==> config.mk <==
export PLATFORM = sky130hd
export DESIGN_NAME = rsv_wake_ctrl
export DESIGN_NICKNAME = d
export VERILOG_FILES = /design/src/rtl/rsv_pkg.sv /design/src/rtl/rsv_clear_queue.sv /design/src/rtl/rsv_trigger_eval.sv /design/src/rtl/rsv_arg_pack.sv /design/src/rtl/rsv_wake_ctrl.sv
export SDC_FILE = /design/constraint.sdc
export NUM_CORES = 1
export LEC_CHECK = 0
export BUFFER_PORTS_ARGS = -buffer_cell sky130_fd_sc_hd__buf_4
export CORE_MARGIN = 1.5
export CORE_UTILIZATION = 58
export DETAILED_ROUTE_END_ITERATION = 6
export GPL_TIMING_DRIVEN = 0
export PLACE_DENSITY = 0.9
export SYNTH_ARGS = -nofsm -noshare
export SYNTH_HDL_FRONTEND = slang
export SYNTH_HIERARCHICAL = 1
export SYNTH_SLANG_ARGS = --single-unit
==> constraint.sdc <==
create_clock -name clk -period 7.1 [get_ports clk]
set_input_delay 0.71 -clock clk [delete_from_list [all_inputs] [get_ports clk]]
set_output_delay 0.71 -clock clk [all_outputs]
set_load 0.05 [all_outputs]
==> src/rtl/rsv_pkg.sv <==
package rsv_pkg;
   localparam int unsigned RSV_CMD_W    = 8;
   localparam logic [7:0]  RSV_CMD_CODE = 8'hA5;

   // mask word plus enough words to hold one nibble slot per PE
   function automatic int unsigned rsv_arg_words(input int unsigned n_pe,
                                                 input int unsigned info_w,
                                                 input int unsigned word_w);
      return 1 + (n_pe * info_w + word_w - 1) / word_w;
   endfunction
endpackage

==> src/rtl/rsv_clear_queue.sv <==
module rsv_clear_queue #(
   parameter int unsigned NUM_PE = 12,
   parameter int unsigned LOCK_W = 8,
   localparam int unsigned IDX_W = $clog2(NUM_PE)
) (
   input  logic                     clk,
   input  logic                     rst_n,
   input  logic [NUM_PE-1:0]        clr_vec,
   input  logic [NUM_PE*LOCK_W-1:0] slot_lock,
   output logic                     sel_valid,
   output logic [IDX_W-1:0]         sel_idx,
   output logic [LOCK_W-1:0]        sel_lock
);
   logic [NUM_PE-1:0] pend_q;
   logic [LOCK_W-1:0] plock_q [NUM_PE];

   // lowest pending index wins
   always_comb begin
      sel_valid = 1'b0;
      sel_idx   = '0;
      sel_lock  = '0;
      for (int i = NUM_PE - 1; i >= 0; i--) begin
         if (pend_q[i]) begin
            sel_valid = 1'b1;
            sel_idx   = IDX_W'(i);
            sel_lock  = plock_q[i];
         end
      end
   end

   for (genvar g = 0; g < NUM_PE; g++) begin : g_slot
      always_ff @(posedge clk or negedge rst_n) begin
         if (!rst_n) begin
            pend_q[g]  <= 1'b0;
            plock_q[g] <= '0;
         end else if (clr_vec[g]) begin
            pend_q[g]  <= 1'b1;
            plock_q[g] <= slot_lock[g*LOCK_W +: LOCK_W];
         end else if (sel_valid && sel_idx == IDX_W'(g)) begin
            pend_q[g]  <= 1'b0;
         end
      end
   end

   AST_ONE_SERVED: assert property (@(posedge clk) disable iff (!rst_n)
      (sel_valid && !(|clr_vec)) |=> ($countones(pend_q) == $countones($past(pend_q)) - 1))
      else $error("pending set did not shrink by one");
endmodule

==> src/rtl/rsv_trigger_eval.sv <==
module rsv_trigger_eval #(
   parameter int unsigned NUM_PE = 12,
   parameter int unsigned LOCK_W = 8,
   localparam int unsigned IDX_W = $clog2(NUM_PE)
) (
   input  logic                     clk,
   input  logic                     rst_n,
   input  logic                     sel_valid,
   input  logic [IDX_W-1:0]         sel_idx,
   input  logic [LOCK_W-1:0]        sel_lock,
   input  logic [NUM_PE*LOCK_W-1:0] slot_lock,
   input  logic [NUM_PE-1:0]        slot_want,
   input  logic [NUM_PE-1:0]        slot_held,
   input  logic                     ready,
   output logic                     fire,
   output logic [NUM_PE-1:0]        cand
);
   logic [NUM_PE-1:0] same;

   for (genvar g = 0; g < NUM_PE; g++) begin : g_cmp
      assign same[g] = (slot_lock[g*LOCK_W +: LOCK_W] == sel_lock) &&
                       (sel_idx != IDX_W'(g));
   end

   assign cand = same & slot_want;
   assign fire = sel_valid && ready && (|cand) && !(|(same & slot_held));

   AST_NO_SELF: assert property (@(posedge clk) disable iff (!rst_n)
      fire |-> !cand[sel_idx])
      else $error("clearing PE listed as candidate");
endmodule

==> src/rtl/rsv_arg_pack.sv <==
module rsv_arg_pack #(
   parameter int unsigned NUM_PE = 12,
   parameter int unsigned INFO_W = 4,
   parameter int unsigned WORD_W = 32,
   parameter int unsigned ARG_N  = 3,
   localparam int unsigned PACK_W = (ARG_N - 1) * WORD_W,
   localparam int unsigned USED_W = NUM_PE * INFO_W
) (
   input  logic [NUM_PE-1:0]        cand,
   input  logic [NUM_PE*INFO_W-1:0] slot_info,
   output logic [ARG_N*WORD_W-1:0]  args
);
   logic [PACK_W-1:0] nib;

   for (genvar g = 0; g < NUM_PE; g++) begin : g_nib
      assign nib[g*INFO_W +: INFO_W] = cand[g] ? slot_info[g*INFO_W +: INFO_W] : '0;
   end
   if (PACK_W > USED_W) begin : g_nib_pad
      assign nib[PACK_W-1:USED_W] = '0;
   end

   assign args[NUM_PE-1:0] = cand;
   if (WORD_W > NUM_PE) begin : g_mask_pad
      assign args[WORD_W-1:NUM_PE] = '0;
   end
   assign args[ARG_N*WORD_W-1:WORD_W] = nib;
endmodule

==> src/rtl/rsv_wake_ctrl.sv <==
module rsv_wake_ctrl
   import rsv_pkg::*;
#(
   parameter int unsigned NUM_PE = 12,
   parameter int unsigned LOCK_W = 8,
   parameter int unsigned INFO_W = 4,
   parameter int unsigned WORD_W = 32,
   parameter logic [RSV_CMD_W-1:0] CMD_CODE = RSV_CMD_CODE,
   localparam int unsigned ARG_N = rsv_arg_words(NUM_PE, INFO_W, WORD_W),
   localparam int unsigned IDX_W = $clog2(NUM_PE)
) (
   input  logic                     clk,
   input  logic                     rst_n,
   input  logic [NUM_PE*LOCK_W-1:0] slot_lock,
   input  logic [NUM_PE*INFO_W-1:0] slot_info,
   input  logic [NUM_PE-1:0]        slot_want,
   input  logic [NUM_PE-1:0]        slot_held,
   input  logic [NUM_PE-1:0]        clr_vec,
   input  logic                     core_idle,
   input  logic                     core_done,
   input  logic [NUM_PE-1:0]        core_pick,
   output logic                     cmd_valid,
   output logic [RSV_CMD_W-1:0]     cmd_code,
   output logic [ARG_N*WORD_W-1:0]  cmd_args,
   output logic                     busy,
   output logic                     res_valid,
   output logic [NUM_PE-1:0]        res_mask,
   output logic [LOCK_W-1:0]        res_lock
);
   if (NUM_PE > WORD_W) begin : g_chk_mask
      $error("candidate mask does not fit in one argument word");
   end
   if (NUM_PE < 2) begin : g_chk_pe
      $error("at least two PEs are required");
   end

   logic                    sel_valid;
   logic [IDX_W-1:0]        sel_idx;
   logic [LOCK_W-1:0]       sel_lock;
   logic                    fire;
   logic [NUM_PE-1:0]       cand;
   logic [ARG_N*WORD_W-1:0] packed_args;
   logic [NUM_PE-1:0]       cand_q;
   logic [LOCK_W-1:0]       lock_q;

   rsv_clear_queue #(.NUM_PE(NUM_PE), .LOCK_W(LOCK_W)) i_queue (
      .clk, .rst_n, .clr_vec, .slot_lock,
      .sel_valid, .sel_idx, .sel_lock
   );

   rsv_trigger_eval #(.NUM_PE(NUM_PE), .LOCK_W(LOCK_W)) i_eval (
      .clk, .rst_n, .sel_valid, .sel_idx, .sel_lock,
      .slot_lock, .slot_want, .slot_held,
      .ready(core_idle && !busy),
      .fire, .cand
   );

   rsv_arg_pack #(.NUM_PE(NUM_PE), .INFO_W(INFO_W), .WORD_W(WORD_W), .ARG_N(ARG_N)) i_pack (
      .cand, .slot_info, .args(packed_args)
   );

   always_ff @(posedge clk or negedge rst_n) begin
      if (!rst_n) begin
         cmd_valid <= 1'b0;
         cmd_code  <= '0;
         cmd_args  <= '0;
         busy      <= 1'b0;
         cand_q    <= '0;
         lock_q    <= '0;
         res_valid <= 1'b0;
         res_mask  <= '0;
         res_lock  <= '0;
      end else begin
         cmd_valid <= fire;
         res_valid <= 1'b0;
         if (fire) begin
            cmd_code <= CMD_CODE;
            cmd_args <= packed_args;
            busy     <= 1'b1;
            cand_q   <= cand;
            lock_q   <= sel_lock;
         end else if (busy && core_done) begin
            busy      <= 1'b0;
            res_valid <= 1'b1;
            res_mask  <= core_pick & cand_q;
            res_lock  <= lock_q;
         end
      end
   end

   AST_CMD_PULSE: assert property (@(posedge clk) disable iff (!rst_n)
      cmd_valid |=> !cmd_valid)
      else $error("command strobe longer than one cycle");
   AST_CMD_NEEDS_IDLE: assert property (@(posedge clk) disable iff (!rst_n)
      cmd_valid |-> ($past(core_idle) && !$past(busy)))
      else $error("command issued to a busy core");
   AST_BUSY_WITH_CMD: assert property (@(posedge clk) disable iff (!rst_n)
      $rose(cmd_valid) |-> busy)
      else $error("busy not raised with command");
   AST_RES_IN_CAND: assert property (@(posedge clk) disable iff (!rst_n)
      res_valid |-> ((res_mask & ~cand_q) == '0))
      else $error("result names a non-candidate");
   AST_RES_NEEDS_BUSY: assert property (@(posedge clk) disable iff (!rst_n)
      res_valid |-> ($past(busy) && !busy))
      else $error("result without an outstanding command");
endmodule

==> results of run 1 <==
worst paths after layout:
| path | depth (start not counted) | slack, ns | endpoint | from |
|---|---|---|---|---|
| min in group asynchronous | 2 | 0.60 | res_lock[3] | rst_n |
| hold reg to reg | 1 | 0.50 | i_queue/pend_q[11] | i_queue/pend_q[11] |
| setup reg to reg | 14 | 1.30 | cmd_args[31] | i_queue/pend_q[2] |
| hold / removal | 2 | 0.42 | i_queue/plock_q[29] | slot_lock[69] |
| setup / recovery | 14 | 1.30 | cmd_args[31] | i_queue/pend_q[2] |
| max in group asynchronous | 4 | 5.18 | cmd_args[61] | rst_n |
worst max-delay path, stage by stage, from the launching register on:
cell and delay [ns]:
dfrtp_1 0.45, clkbuf_1 0.26, nor2_1 0.54, o2111ai_1 0.24, o21ai_0 0.80, buf_6 0.32
xor2_1 0.11, nor4_1 0.36, nand2_1 0.13, nor3_1 0.88, nor4_1 0.11, a31oi_1 0.39
buf_2 0.33, buf_2 0.33, mux2_2 0.41
kinds of logic (layout without fill, tap and decap cells):
group | count (synthesis) | count (layout) | synth area share (%)
mux | 232 | 232 | 21.1
flops | 248 | 248 | 50.0
simple gates | 202 | 202 | 9.50
other cells | 2 | 41 | 0.0605
buf+inv | 132 | 492 | 6.54
compound gates | 97 | 97 | 5.83
xor+xnor | 96 | 96 | 6.90
stage by stage:
step	setup TNS, ns	hold slack (ns)	util [%]	cell area [µm²]
2_1_floorplan	0	0.414	-	12500
3_3_place_gp	-0.00228	0.478	72.3	15200
3_5_place_dp	0	0.482	72.8	15300
4_1_cts	0	0.405	77.1	16200
5_1_grt	0	0.408	77.1	16200
6_report	0	0.422	77.1	16200
timing repair:
item,4_1_cts,5_1_grt
hold buffers,1,0
endpoints found under the hold margin,12,0
endpoints found under the setup margin,0,0
routing by layer:
layer	up-vias	part of all wire (%)
met2	510	50
li1	4206	-
met3	137	8.2
met5	-	0
met4	0	5.3
met1	4835	36
placed cells by master, fill, tap and decap left out, drive strengths merged, types with 4 or more instances in the layout:
cell and n:
dfrtp 248, o21ai 20, conb 40, nor2b 18, nand2 40, nand2b 13
and2 50, clkbuf 61, clkinv 6, mux2 220, a221oi 16, inv 24
or4bb 4, a21oi 6, nand3 9, o22ai 8, nor3 7, or2 5
o31a 8, clkinvlp 4, xor2 54, nand4 6, mux2i 12, a21o 7
xnor2 42, o2111ai 9, nor4 14, nor2 18, buf 394, a221o 8
power by group through the flow:
| stage | Combinational [mW] | Sequential (mW) | Clock [mW] |
|---|---|---|---|
| floorplan | 0.456 | 2.24 | 0 |
| global placement | 1.42 | 1.76 | 0 |
| global route | 1.53 | 1.78 | 1.47 |
| detailed placement | 1.46 | 1.78 | 0 |
| finish | 1.48 | 1.76 | 1.39 |
| CTS | 1.47 | 1.76 | 1.41 |
area by class of cell:
| type | count | share of cell area, % |
|---|---|---|
| Sequential cell | 248 | 38.3 |
| Multi-Input combinational cell | 667 | 34.3 |
| Timing Repair Buffer | 313 | 14.8 |
| Clock buffer | 34 | 4.57 |
| Buffer | 109 | 4.47 |
| Tap cell | 275 | 2.12 |
| Clock inverter | 13 | 0.888 |
| Inverter | 23 | 0.533 |
| Antenna cell | 1 | 0.0154 |
registers in the layout (all words and copies together), names as in the netlist, 8 cells and up:
register / flops
cmd_args: 96
i_queue/plock_q: 96
cand_q: 12
i_queue/pend_q: 12
res_mask: 12
lock_q: 8
res_lock: 8
==> results.yml, run 1 <==
synthesis:
  yosysUniqueCellTypes: 59
  synthesis.area_um2: 12400
  avgSynthCellArea_um2: 12.3
  yosysMostFrequentCell: "dfrtp_1"
  yosysTopAreaCell: "dfrtp_1"
  ys_warn_count: 6
  synth_edf_count: 0
  yosys-top-cells-area: "dfrtp_1 50%, mux2_2 19%, xor2_1 3.7%"
  async_flop_share_pct: 100
  synthTopCellsByCount: "248 x dfrtp_1, 213 x mux2_2, 56 x buf_4"
  yosys_most_used_dff: "dfrtp_1"
  ys_ff_latch: 248
  ys_seq_area_share_pct: 50.0
  netlist.area_leader.share_pct: 50.0
  syn_inst: 1009
clocking:
  cts_resized: 0
  postCtsSetupBuffers: 0
  clk_pin_slew_ns: 0.07
  cts_buffers: 26
  cts_root_buffer: "clkbuf_16"
  htree_levels: 1
  cts_sinks: 248
  cts_buffer_depth: 3
  worstSkewPairLatency_ns: 0.54
  cts_tree: "built"
pwr:
  clkPwrFrac_pct: 30.0
  power.total_mw: 4.63
  pwr-share-seq_pct: 38.1
  pwr_density_cell_nw_per_um2: 286
  p_sw_share_pct: 35.6
  p_sw_mw: 1.65
  p_int_mw: 2.98
  p_leak_nw: 7.81
  vdd_ir_drop_max_uv: 170
  comb_power_share_pct: 31.9
place:
  place_inst: 1634
  dp_hpwl_um: 28200
  numPortBuffers: 306
  gp_congestion: 0.929
  dp_slack_ns: 1.46
die:
  coreArea_um2: 21000
  die_width_um: 149
  ios: 323
  dieArea_um2: 22300
  rows: 53
  chipHeight_um: 149
  initial_core_util_pct: 59.0
cells_and_area:
  instances_no_fill: 1683
  regArea_um2: 6210
  multi_input_area_um2: 5560
  syn_to_final_growth_pct: 30.6
  final_nets: 1584
  fillers: 1299
  drive_gt1_share_pct: 47.8
sta:
  fin_crit_ns: 5.80
  setup_violations: 0
  rsz0062_at_grt: "no"
  hold_viol: 0
  clock_skew_ns: 0.0113
  fmax_mhz: 172
  worst_slew_pin_slew_ns: 1.31
  slew_viol_final: 0
  setup_slack_ns: 1.30
  relSlewSlack_pct: 11.9
  period_share_pct: 81.7
drt:
  routedWlPerCell_um: 22.7
  drt_iter0_markers: 599
  vias: 9688
  antenna_left: 0
  first_pass_iters: 5
  drc: 0
  wl_um: 38200
  via_per_inst: 5.76
setup_path:
  endpoint_kind: "flop"
  crit_type: "reg2reg"
  worstPathRequired_ns: 7.52
  cp.arrival_ns: 6.22
  cp_max_fo: 10
  worst_setup_path_start_kind: "flop"
global_route:
  antenna_found_initial: 1
  grt_pass1_wl_um: 57000
  overflow: 0
  met2_usage_pct: 60.1
  grtUsageMet1_pct: 39.8
  grtUsageTotal_pct: 34.1
  grt_pass1_vias: 10106
  use_met3_pct: 6.54
  gr-max-usage-layer: "met2"
  grt_max_degree: 125
flow_run:
  drv_cap: 0
min_path:
  min_path_type: "in2reg"
status:
  outcome: "complete, no violations"
Power figures use the tool's default switching activity.
==> run 2, diff against run 1 <==
- CORE_UTILIZATION: 58 -> 49
- PLACE_DENSITY: 0.9 -> 0.82
- clock period: 7.1 -> 4.7 ns (I/O delays scaled with it)
==> run 2 against run 1 <==
Against the previous run: critical path type unchanged; fmax is 28% higher; sequential share of layout area fell by 0.59 points; core utilization fell by 11 points; via count shrank 2.9%; non-clock buffer count increased by 1; worst setup slack worse by 1.1 ns; design area is 1.6% higher; clock skew down 0.0016 ns; sequential power up 50%; worst hold slack got worse by 0.23 ns; wire length down 3.8%; global-route usage is 6.4 points lower; highest routed layer unchanged.
==> results.yml, run 2 (same netlist as run 1, synthesis figures left out) <==
sta:
  relSlewSlack_pct: 46.0
  setup_violations: 0
  hold_viol: 0
  fin_crit_ns: 4.52
  period_share_pct: 96.1
  setup_slack_ns: 0.184
  rsz0062_at_grt: "no"
  fmax_mhz: 221
  clock_skew_ns: 0.00973
  setup_tns_ns: 0
  worst_slew_pin_slew_ns: 0.806
  slew_viol_final: 0
cells_and_area:
  final_common_cell: "buf_4"
  fillers: 1879
  syn_to_final_growth_pct: 32.6
  final_nets: 1586
  mostFrequentLayoutCells: "368 x buf_4, 248 x dfrtp_1, 213 x mux2_2"
  instances_no_fill: 1739
  largestRegisters: "cmd_args: 96 flops, i_queue/plock_q: 96 flops"
  drive_gt1_share_pct: 49.8
drt:
  antenna_left: 0
  routedWlPerCell_um: 21.1
  drt_iter0_markers: 638
  first_pass_iters: 4
  wl_um: 36700
  drc: 0
  vias: 9407
  via_per_inst: 5.41
clocking:
  clk_pin_slew_ns: 0.06
  cts_tree: "built"
  worstSkewPairLatency_ns: 0.53
  htree_levels: 1
  cts_buffers: 27
  cts_root_buffer: "clkbuf_16"
  cts_sinks: 248
  cts_buffer_depth: 3
die:
  die_width_um: 162
  rows: 58
  dieArea_um2: 26300
  chipHeight_um: 162
  initial_core_util_pct: 49.6
  ios: 323
  coreArea_um2: 25000
global_route:
  grt_pass1_wl_um: 55100
  grt_pass1_vias: 9738
  met2_usage_pct: 47.2
  use_met3_pct: 5.18
  overflow: 0
  gr-max-usage-layer: "met2"
  grt_max_degree: 123
  grtUsageTotal_pct: 27.7
  antenna_found_initial: 2
  grtUsageMet1_pct: 34.3
setup_path:
  crit_type: "reg2reg"
  cp_max_fo: 10
  cp.arrival_ns: 4.92
  worstPathRequired_ns: 5.11
  worst_setup_path_start_kind: "flop"
  endpoint_kind: "flop"
pwr:
  vdd_ir_drop_max_uv: 345
  pwr_density_cell_nw_per_um2: 421
  p_leak_nw: 7.89
  power.total_mw: 6.93
status:
  outcome: "complete, no violations"
min_path:
  min_path_type: "in2reg"
place:
  place_inst: 1689
  dp_slack_ns: -1.17
  gp_congestion: 0.965
  dp_hpwl_um: 27800
  numPortBuffers: 306
flow_run:
  drv_cap: 0
## run 2: changes by cell type in the layout (fill, tap and decap cells not counted), sizes merged
cell,delta
buf,+4
clkbuf,+3
clkinv,-3
clkinvlp,-3
diode,+1
inv,-1
## run 2: critical path, stage by stage, from the launching register on
cell,delay [ns]
dfrtp_1,0.40
or2_2,0.30
buf_1,0.20
o31a_1,0.38
o21ai_2,0.36
buf_6,0.27
xor2_1,0.22
nand4b_1,0.14
or4_1,0.18
o2111ai_1,0.22
or4b_1,0.53
a31oi_2,0.28
buf_6,0.21
buf_6,0.17
buf_6,0.16
mux2_2,0.34
## run 2: timing repair
| item | in CTS | in global routing |
|---|---|---|
| hold endpoints to repair | 55 | 0 |
| resized for setup | 32 | 22 |
| setup buffers | 0 | 4 |
| setup endpoints to repair | 140 | 131 |
| hold buffers | 1 | 0 |
| pin swaps | 1 | 2 |
## run 2: cell type report
type                       count  area, µm²  area share [%]
antenna                        2       5.00          0.0304
buffer                       106        723            4.40
clock buffer                  40        774            4.71
clock inverter                 6       82.6           0.502
inverter                      23       86.3           0.525
multi-input combinational    667       5740            34.9
sequential                   248       6210            37.7
tap                          330        413            2.51
timing repair buffer         317       2430            14.8
## run 2: path summary, 6_finish.rpt
kind                                           from                  end  slack (ns)  cells after the start
worst max register to register    i_queue/pend_q[7]         cmd_args[70]        0.18                     15
max in group asynchronous                     rst_n         cmd_args[44]        3.29                      3
worst min-delay path                  slot_lock[50]  i_queue/plock_q[42]        0.19                      2
worst max-delay path              i_queue/pend_q[7]         cmd_args[70]        0.18                     15
worst min register to register  i_queue/plock_q[60]  i_queue/plock_q[60]        0.50                      1
min in group asynchronous                     rst_n         cmd_args[94]        0.46                      2
## run 2: layer usage
layer | part of all wire (%) | vias to the layer above
met5 | 0 | -
met2 | 49 | 436
met4 | 4.4 | 0
met3 | 7.6 | 93
met1 | 39 | 4661
li1 | - | 4217
## run 2: report_power, final
group          internal [mW]  total [mW]  switching [mW]
Clock                   1.24        2.07           0.833
Sequential              2.46        2.64           0.187
Combinational          0.826        2.22            1.39
## run 2: stage by stage
stage | cell area, µm² | hold slack, ns | utilization [%]
6_report | 16500 | 0.191 | 65.7
5_1_grt | 16500 | 0.179 | 65.7
4_1_cts | 16400 | 0.173 | 65.3
3_5_place_dp | 15400 | 0.431 | 61.4
3_3_place_gp | 15300 | 0.479 | 60.9
2_1_floorplan | 12500 | 0.174 | -
